### config.mk
export PLATFORM = sky130hd
export DESIGN_NAME = dcct_timer
export DESIGN_NICKNAME = d
export VERILOG_FILES = /design/src/rtl/dcct_pkg.sv /design/src/rtl/dcct_flag.sv /design/src/rtl/dcct_capture.sv /design/src/rtl/dcct_timer.sv
export SDC_FILE = /design/constraint.sdc
export NUM_CORES = 1
export LEC_CHECK = 0
export ABC_AREA = 1
export BUFFER_PORTS_ARGS = -buffer_cell sky130_fd_sc_hd__buf_2
export CORE_ASPECT_RATIO = 2
export CORE_UTILIZATION = 30
export DETAILED_ROUTE_END_ITERATION = 8
export PLACE_DENSITY = 0.46
export SYNTH_ARGS = -nofsm -noshare
export SYNTH_HDL_FRONTEND = slang
export SYNTH_SLANG_ARGS = --single-unit
### constraint.sdc
create_clock -name clk -period 3.8 [get_ports clk]
set_clock_uncertainty 0.2 [all_clocks]
set_input_delay 0.38 -clock clk [delete_from_list [all_inputs] [get_ports clk]]
set_output_delay 0.38 -clock clk [all_outputs]
set_load 0.02 [all_outputs]
### src/rtl/dcct_pkg.sv
package dcct_pkg;

    localparam int BYTE_W  = 8;
    localparam int ADDR_W  = 4;
    localparam int CNT_W   = 2 * BYTE_W;
    localparam int N_FLAGS = 4;

    // flag indices; status and enable positions are these plus N_FLAGS
    localparam int F_CMP  = 0;
    localparam int F_OVF  = 1;
    localparam int F_CAP1 = 2;
    localparam int F_CAP2 = 3;

    localparam logic [ADDR_W-1:0] A_CTRL    = 4'd0;
    localparam logic [ADDR_W-1:0] A_STAT    = 4'd1;
    localparam logic [ADDR_W-1:0] A_CNT_HI  = 4'd2;
    localparam logic [ADDR_W-1:0] A_CNT_LO  = 4'd3;
    localparam logic [ADDR_W-1:0] A_CMP_HI  = 4'd4;
    localparam logic [ADDR_W-1:0] A_CMP_LO  = 4'd5;
    localparam logic [ADDR_W-1:0] A_CAP1_HI = 4'd6;
    localparam logic [ADDR_W-1:0] A_CAP1_LO = 4'd7;
    localparam logic [ADDR_W-1:0] A_CAP2_HI = 4'd8;
    localparam logic [ADDR_W-1:0] A_CAP2_LO = 4'd9;

    typedef struct packed {
        logic ie_cap2;
        logic ie_cap1;
        logic ie_ovf;
        logic ie_cmp;
        logic pin_cmp;   // 1: compare latch owns the shared pin
        logic edge1;     // 1: rising edge for capture 1
        logic edge2;     // 1: rising edge for capture 2
        logic olvl;      // level loaded into latch on match
    } ctrl_t;

    function automatic logic [BYTE_W-1:0] pick_byte(input logic [CNT_W-1:0] v,
                                                    input logic hi);
        return hi ? v[CNT_W-1:BYTE_W] : v[BYTE_W-1:0];
    endfunction

endpackage

### src/rtl/dcct_flag.sv
module dcct_flag (
    input  logic clk,
    input  logic rst,
    input  logic set_ev,
    input  logic stat_rd,
    input  logic clr_acc,
    output logic flag_q
);
    logic arm_q;

    always_ff @(posedge clk) begin
        if (rst) begin
            flag_q <= 1'b0;
            arm_q  <= 1'b0;
        end else begin
            if (set_ev)
                flag_q <= 1'b1;
            else if (arm_q && clr_acc)
                flag_q <= 1'b0;

            // a new event voids an earlier status read
            if (set_ev)
                arm_q <= 1'b0;
            else if (stat_rd)
                arm_q <= flag_q;
            else if (clr_acc)
                arm_q <= 1'b0;
        end
    end

    a_r9_set_wins: assert property (@(posedge clk) disable iff (rst)
        set_ev |=> flag_q);

    a_r8_two_step_clear: assert property (@(posedge clk) disable iff (rst)
        (arm_q && clr_acc && !set_ev) |=> !flag_q);

    a_r8_no_clear_unarmed: assert property (@(posedge clk) disable iff (rst)
        (flag_q && !arm_q && !stat_rd) |=> flag_q);

endmodule

### src/rtl/dcct_capture.sv
module dcct_capture #(
    parameter int CNT_W       = 16,
    parameter int SYNC_STAGES = 2
) (
    input  logic             clk,
    input  logic             rst,
    input  logic             sig_in,
    input  logic             rise_sel,
    input  logic             enable,
    input  logic [CNT_W-1:0] cnt_in,
    output logic             evt,
    output logic [CNT_W-1:0] cap_q
);
    localparam int LAST = SYNC_STAGES - 1;

    logic [LAST:0] sync_q;
    logic          prev_q;
    logic          rise, fall;

    generate
        if (SYNC_STAGES > 1) begin : g_chain
            always_ff @(posedge clk) begin
                if (rst) sync_q <= '0;
                else     sync_q <= {sync_q[LAST-1:0], sig_in};
            end
        end else begin : g_single
            always_ff @(posedge clk) begin
                if (rst) sync_q <= '0;
                else     sync_q <= sig_in;
            end
        end
    endgenerate

    assign rise = sync_q[LAST] & ~prev_q;
    assign fall = ~sync_q[LAST] & prev_q;
    assign evt  = enable & (rise_sel ? rise : fall);

    always_ff @(posedge clk) begin
        if (rst) begin
            prev_q <= 1'b0;
            cap_q  <= '0;
        end else begin
            prev_q <= sync_q[LAST];
            if (evt) cap_q <= cnt_in;
        end
    end

    a_r7_capture_value: assert property (@(posedge clk) disable iff (rst)
        evt |=> cap_q == $past(cnt_in));

    a_r6_hold_no_edge: assert property (@(posedge clk) disable iff (rst)
        !evt |=> $stable(cap_q));

endmodule

### src/rtl/dcct_timer.sv
module dcct_timer
    import dcct_pkg::*;
(
    input  logic              clk,
    input  logic              rst,
    input  logic              tick,
    input  logic [ADDR_W-1:0] bus_addr,
    input  logic              bus_rd,
    input  logic              bus_wr,
    input  logic [BYTE_W-1:0] bus_wdata,
    output logic [BYTE_W-1:0] bus_rdata,
    input  logic              pin_in,
    output logic              pin_out,
    output logic              pin_oe,
    input  logic              cap2_in,
    output logic              irq
);
    ctrl_t              ctrl_q;
    logic [CNT_W-1:0]   cnt_q, cnt_nxt, cmp_q;
    logic               out_latch;
    logic               wrap_ev, cmp_ev;
    logic [1:0]         cap_evt;
    logic [CNT_W-1:0]   cap_val [2];
    logic [N_FLAGS-1:0] set_vec, clr_vec, flags, ie_vec;
    logic               stat_rd;

    assign cnt_nxt = cnt_q + 1'b1;
    assign wrap_ev = tick && (cnt_q == '1);
    assign cmp_ev  = tick && (cnt_nxt == cmp_q);

    always_ff @(posedge clk) begin
        if (rst) begin
            cnt_q     <= '0;
            cmp_q     <= '1;
            ctrl_q    <= '0;
            out_latch <= 1'b0;
        end else begin
            if (tick) cnt_q <= cnt_nxt;
            if (cmp_ev) out_latch <= ctrl_q.olvl;
            if (bus_wr) begin
                case (bus_addr)
                    A_CTRL:   ctrl_q <= ctrl_t'(bus_wdata);
                    A_CMP_HI: cmp_q[CNT_W-1:BYTE_W] <= bus_wdata;
                    A_CMP_LO: cmp_q[BYTE_W-1:0]     <= bus_wdata;
                    default:  ;
                endcase
            end
        end
    end

    // capture channels: index 0 shares the pin, index 1 is dedicated
    generate
        for (genvar c = 0; c < 2; c++) begin : g_cap
            dcct_capture #(.CNT_W(CNT_W), .SYNC_STAGES(2)) u_cap (
                .clk      (clk),
                .rst      (rst),
                .sig_in   ((c == 0) ? pin_in : cap2_in),
                .rise_sel ((c == 0) ? ctrl_q.edge1 : ctrl_q.edge2),
                .enable   ((c == 0) ? ~ctrl_q.pin_cmp : 1'b1),
                .cnt_in   (cnt_q),
                .evt      (cap_evt[c]),
                .cap_q    (cap_val[c])
            );
        end
    endgenerate

    assign stat_rd = bus_rd && (bus_addr == A_STAT);

    always_comb begin
        set_vec         = '0;
        clr_vec         = '0;
        set_vec[F_CMP]  = cmp_ev;
        set_vec[F_OVF]  = wrap_ev;
        set_vec[F_CAP1] = cap_evt[0];
        set_vec[F_CAP2] = cap_evt[1];
        clr_vec[F_CMP]  = bus_wr && (bus_addr == A_CMP_LO);
        clr_vec[F_OVF]  = (bus_rd || bus_wr) && (bus_addr == A_CNT_LO);
        clr_vec[F_CAP1] = bus_rd && (bus_addr == A_CAP1_LO);
        clr_vec[F_CAP2] = bus_rd && (bus_addr == A_CAP2_LO);
    end

    generate
        for (genvar f = 0; f < N_FLAGS; f++) begin : g_flag
            dcct_flag u_flag (
                .clk     (clk),
                .rst     (rst),
                .set_ev  (set_vec[f]),
                .stat_rd (stat_rd),
                .clr_acc (clr_vec[f]),
                .flag_q  (flags[f])
            );
        end
    endgenerate

    assign ie_vec = {ctrl_q.ie_cap2, ctrl_q.ie_cap1, ctrl_q.ie_ovf, ctrl_q.ie_cmp};
    assign irq    = |(flags & ie_vec);

    assign pin_oe  = ctrl_q.pin_cmp;
    assign pin_out = ctrl_q.pin_cmp & out_latch;

    always_comb begin
        case (bus_addr)
            A_CTRL:    bus_rdata = ctrl_q;
            A_STAT:    bus_rdata = {flags, {(BYTE_W-N_FLAGS){1'b0}}};
            A_CNT_HI:  bus_rdata = pick_byte(cnt_q, 1'b1);
            A_CNT_LO:  bus_rdata = pick_byte(cnt_q, 1'b0);
            A_CMP_HI:  bus_rdata = pick_byte(cmp_q, 1'b1);
            A_CMP_LO:  bus_rdata = pick_byte(cmp_q, 1'b0);
            A_CAP1_HI: bus_rdata = pick_byte(cap_val[0], 1'b1);
            A_CAP1_LO: bus_rdata = pick_byte(cap_val[0], 1'b0);
            A_CAP2_HI: bus_rdata = pick_byte(cap_val[1], 1'b1);
            A_CAP2_LO: bus_rdata = pick_byte(cap_val[1], 1'b0);
            default:   bus_rdata = '0;
        endcase
    end

    a_r2_wrap_to_zero: assert property (@(posedge clk) disable iff (rst)
        (tick && cnt_q == '1) |=> (cnt_q == '0 && flags[F_OVF]));

    a_r3_latch_load: assert property (@(posedge clk) disable iff (rst)
        cmp_ev |=> (out_latch == $past(ctrl_q.olvl) && flags[F_CMP]));

    a_r4_pin_gates_cap1: assert property (@(posedge clk) disable iff (rst)
        ctrl_q.pin_cmp |-> !cap_evt[0]);

    a_r10_irq_same_cycle: assert property (@(posedge clk) disable iff (rst)
        ($rose(flags[F_CAP2]) && ctrl_q.ie_cap2) |-> irq);

    a_r5_mode_keeps_flags: assert property (@(posedge clk) disable iff (rst)
        (flags[F_CAP1] && !stat_rd && !clr_vec[F_CAP1]) |=> flags[F_CAP1]);

endmodule

==> reports/qor.csv, run 1 <==
metric,value,unit
post-synthesis cell count,608,
Max Clock Freq,371,MHz
Die Span Y,172,um
CTS resizes,0,
RD Place Congestion,0.928,
worst-skew pair later-pin latency,0.34,ns
count of pins over their slew limit,0,
core footprint,0.0140,mm2
Crit Path Max Fanout,10,
Nets,649,
synth cell count leaders,"115 x nand2_1, 87 x dfxtp_1, 75 x inv_1",
sequential area share after synthesis,40.3,%
global-route wire length before repair,24.4,mm
Multi-input gate area,0.00217,mm2
unrepaired setup endpoints after global routing,false,
final instance count without filler cells,823,
Worst IR Drop VDD,0.000215,V
crit path time final,2.69,ns
"worst slack, placed",1.15,ns
ys flop type,dfxtp_1,
DRT antenna net count,0,
Initial Utilization,30.9,%
register area,0.00174,mm2
vias post-DR,4354,
n_diodes,0,
Top delay family on crit path,compound AO/OA/AOI/OAI gates,
clk slew on worst S/H paths,0.06,ns
syn nets,628,
GRT Util Overall,22.6,%
largest net degree at the start of global routing,54,
Slew @ Worst Pin,1.24,ns
initial antenna violation count,0,
final worst slack,1.11,ns
final setup vio count,0,
post-synthesis cell type count,36,
Die W,86.8,um
CP Launch Type,input port,
endpoints failing hold,0,
layout cell share with drive strength beyond 1,10.3,%
YS warnings,0,
"area leader, netlist",dfxtp_1,
pwr dens,427,mW/mm2
vias in the first global route,4276,
beginning of the critical path,bus_addr[3],
Bufs on Longest Clock Path,2,
GR Util met3,2.98,%
dpl hpwl,11.9,mm
GRT busiest layer,met2,
CP Cell Sequence,buf_2 > inv_1 > nand2_1 > clkinv_1 > nand2_1 > o22ai_1 > a221oi_1 > o2111ai_1 > buf_2,
DRC,0,
Synth top area share,40.3,%
standard-cell rows,61,
HP Class,input port to flop,
met2 GRT Util,40.9,%
worst path required time,3.22,ns
PortBufs,29,
crit path capture type,output pin,
Critical Path AT,2.11,ns
Post-CTS Hold Fix Bufs,0,
CTS Sinks,87,
critical path class,input port to output pin,
setup repair bufs after CTS,0,
Synth Cell Area,0.00432,mm2
drt wl/cell,19.0,um
post-route setup TNS,0,ns
Hold Startpoint,cap2_in,
"EDFF count, synth",0,
Slowest cell on crit path,nand2_1,
I/O Pins,30,
Via density,5.29,
relative slew slack,17.3,%
post-layout util,35.3,%
status,completed,
routed wire length,15.6,mm
Syn-to-layout area delta,14.1,%
DP Cell Count,807,
GRT met1 Usage,23.8,%
DR pass1 iterations,6,
Buf/Inv on CP,4,
Starting DRT DRC Count,410,
CTS Root Cell,clkbuf_16,
post-route clock period utilization,70.9,%
cts bufs inserted,9,
Max stage delay on crit path,0.38,ns
final global-route overflow total,0,
H-tree depth,3,
Area contributors post-synth,"dfxtp_1 40%, nand2_1 10%, o21ai_0 7.5%",
CTS tree,yes,
Mapped Avg Cell Area,7.10,um2
share of synthesized registers carrying an async set or reset,0,%
max cap viols,0,
Seq cells post-synth,87,
leak pwr,2.19,nW
fill count,1500,
most common cell in the synthesized netlist,nand2_1,
worst r2r src,cnt_q[0],
die area,0.0149,mm2
[layer usage]
layer  wire length, um  vias up
met5                 0        -
met4              1030        0
met3               603       43
met2              8190      146
met1              5820     2046
li1                  -     2119
[power by group]
part           total [mW]  switching (mW)  internal (mW)
clock               0.906           0.375          0.531
combinational       0.210           0.148         0.0618
sequential          0.985          0.0392          0.946
total                2.10           0.562           1.54
[sequential cells by signal, indices dropped and copies added (netlist names)]
| name | count |
|---|---|
| cmp_q | 16 |
| cnt_q | 16 |
| ctrl_q | 7 |
| g_cap.u_cap.cap_q | 32 |
| g_cap.u_cap.prev_q | 2 |
| g_cap.u_cap.sync_q | 4 |
| g_flag.u_flag.arm_q | 4 |
| g_flag.u_flag.flag_q | 4 |
| out_latch | 1 |
| pin_oe | 1 |
[layout make-up]
| type | instances | share of cell area [%] |
|---|---|---|
| Clock buffer | 12 | 5.01 |
| Clock inverter | 4 | 1.12 |
| Inverter | 80 | 6.10 |
| Multi-Input combinational cell | 418 | 44.0 |
| Sequential cell | 87 | 35.4 |
| Tap cell | 189 | 4.80 |
| Timing Repair Buffer | 33 | 3.56 |
[tightest hold or removal path, delay by kind of cell]
family	cells	cell delay, ns
buffers and inverters	2	0.11
AND/OR/NAND/NOR	1	0.06
[per-stage QoR]
step / hold slack (ns) / total power, mW / instance area (um2)
floorplan: 0.188 / 1.13 / 4320
global placement: 0.206 / 1.21 / 4620
detailed placement: 0.203 / 1.21 / 4620
CTS: 0.0328 / 2.12 / 4920
global route: 0.0347 / 2.18 / 4920
finish: 0.0408 / 2.10 / 4920
[path summary, 6_finish.rpt]
path,end,slack [ns],cells after the start
min,g_cap[1].u_cap.sync_q[0],0.04,3
max,bus_rdata[4],1.11,9
max reg2reg,g_flag[0].u_flag.arm_q,1.35,9
min reg2reg,g_cap[1].u_cap.sync_q[1],0.21,2
[cell usage in the layout, fill, tap and decap left out, drive strengths merged, types with 12 or more instances in the layout]
cell type | synthesis | routed
dfxtp | 87 | 87
buf | 4 | 33
nor2 | 53 | 53
o211ai | 13 | 13
clkbuf | 19 | 12
inv | 77 | 77
nand3 | 50 | 50
nand2 | 120 | 120
a21oi | 64 | 64
o21ai | 66 | 66
[cells by family after synthesis]
family | count (synthesis) | synth area share (%)
buffers and inverters | 103 | 9.42
xor gates and xnor gates | 1 | 0.203
DFF | 87 | 40.3
adders and majority gates | 1 | 0.290
AOI/OAI and AO/OA | 178 | 24.4
and+or+nand+nor | 238 | 25.4
Power figures use the tool's default switching activity.
==> inputs of run 2 (changes only) <==
==> constraint.sdc (replaced) <==
create_clock -name clk -period 2.79 [get_ports clk]
set_clock_uncertainty 0.2 [all_clocks]
set_input_delay 0.279 -clock clk [delete_from_list [all_inputs] [get_ports clk]]
set_output_delay 0.279 -clock clk [all_outputs]
set_load 0.02 [all_outputs]
==> run 2 against run 1 <==
  * Die area stayed put
  * Register-to-register slack lost 0.89 ns
  * Final cell count increased by 1.7%
  * Clock power rose by 42%
  * Critical path depth grew 2
  * Clock-buffer cell count down 2
  * Design area rose by 2.6%
  * Non-clock buffer count up 15
==> reports/qor.csv, run 2 (same netlist as run 1, synthesis figures left out) <==
metric,value,unit,change
I/O Pins,30,,unchanged
Syn-to-layout area delta,17.0,%,was 14.1%
layout cell share with drive strength beyond 1,12.0,%,was 10.3%
CP Launch Type,input port,,unchanged
most frequent cells in the layout,"115 x nand2_1, 87 x dfxtp_1, 75 x inv_1",,unchanged
final instance count without filler cells,837,,was 823
Slew @ Worst Pin,0.837,ns,was 1.24 ns
Max Clock Freq,417,MHz,
n_diodes,0,,unchanged
core footprint,0.0140,mm2,unchanged
Bufs on Longest Clock Path,2,,unchanged
GRT Util Overall,22.6,%,about the same
Biggest register,g_cap.u_cap.cap_q,,unchanged
max reg flops,32,,unchanged
worst-skew pair later-pin latency,0.34,ns,about the same
Die Span Y,172,um,unchanged
HP Class,input port to flop,,unchanged
initial antenna violation count,0,,unchanged
DRT met1 WL,5.93,mm,was 5.82 mm
Starting DRT DRC Count,339,,was 410
CP Cell Sequence,buf_2 > inv_1 > nand2_1 > clkinv_1 > nand2_1 > inv_1 > nand2_1 > o221ai_1 > a211oi_1 > o2111ai_1 > buf_2,,was buf_2 > inv_1 > nand2_1 > clkinv_1 > nand2_1 > o22ai_1 > a221oi_1 > o2111ai_1 > buf_2
max layer used,met4,,unchanged
Initial Utilization,30.9,%,unchanged
Worst IR Drop VDD,0.000305,V,was 0.000215 V
endpoints failing hold,0,,unchanged
"worst slack, placed",0.376,ns,was 1.15 ns
die area,0.0149,mm2,unchanged
unrepaired setup endpoints after global routing,false,,unchanged
DRT antenna net count,0,,unchanged
metal3 WL,584,um,was 603 um
post-layout util,36.2,%,was 35.3%
vias in the first global route,4159,,was 4276
final worst slack,0.389,ns,was 1.11 ns
met2 WL post-DR,8.53,mm,was 8.19 mm
clk slew on worst S/H paths,0.06,ns,about the same
Slowest cell on crit path,a211oi_1,,was nand2_1
Crit Path Max Fanout,7,,was 10
CTS Sinks,87,,unchanged
Min-Delay Path Depth,3,,unchanged
RD Place Congestion,0.929,,was 0.928
worst reg2reg path depth,13,,was 9
worst path required time,2.31,ns,was 3.22 ns
DP Cell Count,820,,was 807
CTS tree,yes,,unchanged
Via density,5.14,,was 5.29
Critical Path AT,1.92,ns,was 2.11 ns
Nets,664,,was 649
CP most frequent cell,nand2_1,,
Max stage delay on crit path,0.29,ns,was 0.38 ns
post-route clock period utilization,86.1,%,
cts bufs inserted,9,,unchanged
leak pwr,2.26,nW,was 2.19 nW
pwr dens,580,mW/mm2,was 427 mW/mm2
crit path time final,2.40,ns,
drt wl/cell,19.1,um,was 19.0 um
biggest regs,"g_cap.u_cap.cap_q (32), cmp_q (16), cnt_q (16)",,unchanged
relative slew slack,44.0,%,was 17.3%
dpl hpwl,12.3,mm,was 11.9 mm
global-route wire length before repair,24.2,mm,was 24.4 mm
Die W,86.8,um,unchanged
final global-route overflow total,0,,unchanged
PortBufs,29,,unchanged
Tot Pwr,2.93,mW,was 2.10 mW
"leading cell type in the layout, fill and taps excluded",nand2_1,,unchanged
standard-cell rows,61,,unchanged
DR pass1 iterations,5,,was 6
largest net degree at the start of global routing,52,,was 54
CTS Root Cell,clkbuf_16,,unchanged
vias post-DR,4305,,was 4354
DRC,0,,unchanged
crit path capture type,output pin,,unchanged
count of pins over their slew limit,0,,unchanged
H-tree depth,3,,unchanged
status,completed,,unchanged
final setup vio count,0,,unchanged
post-route setup TNS,0,ns,unchanged
critical path class,input port to output pin,,unchanged
routed wire length,16.0,mm,was 15.6 mm
max cap viols,0,,unchanged
[run 2: worst paths after layout]
| path | start | to | slack (ns) |
|---|---|---|---|
| min | bus_wdata[0] | cmp_q[0] | 0.009 |
| max reg2reg | cnt_q[1] | g_flag[0].u_flag.arm_q | 0.46 |
| min reg2reg | g_cap[0].u_cap.sync_q[0] | g_cap[0].u_cap.sync_q[1] | 0.22 |
| max | bus_addr[3] | bus_rdata[2] | 0.39 |
[run 2: cell type report]
type	count	area [um2]
well taps	189	236
inverters	80	300
flip-flops and latches	87	1740
repair buffers	48	293
fillers	1505	8910
multi-input cells	418	2170
clock buffers	10	229
clock inverters	5	83.8
[run 2: repair_timing]
action                                  4_1_cts  5_1_grt
hold buffers                                  2        0
endpoints found under the hold margin         2        0
resized for setup                             0        0
endpoints found under the setup margin        0        0
buffers inserted                              0        0
[run 2: metrics by stage]
| step | area, um2 | hold slack, ns |
|---|---|---|
| 5_1_grt | 5050 | 0.00734 |
| 6_report | 5050 | 0.00862 |
| 3_3_place_gp | 4720 | 0.210 |
| 4_1_cts | 5050 | 0.00621 |
| 3_5_place_dp | 4720 | 0.210 |
| 2_1_floorplan | 4320 | 0.186 |
[run 2: power breakdown]
group	leakage [nW]	total [mW]	internal (mW)	switching (mW)
combinational	1.41	0.304	0.0955	0.209
clock	0.145	1.29	0.782	0.509
sequential	0.709	1.34	1.29	0.0492
[run 2: layer usage]
metal  track usage [%]  vias up
li1                  -     2142
met3              2.40       36
met2              41.9      121
met1              24.1     2006
met5                 0        -
met4              13.0        0
[run 2: worst max-delay path, delay by kind of cell]
family	cells	cell delay, ns
buffers and inverters	5	0.66
AOI/OAI and AO/OA	3	0.59
and+or+nand+nor	3	0.39
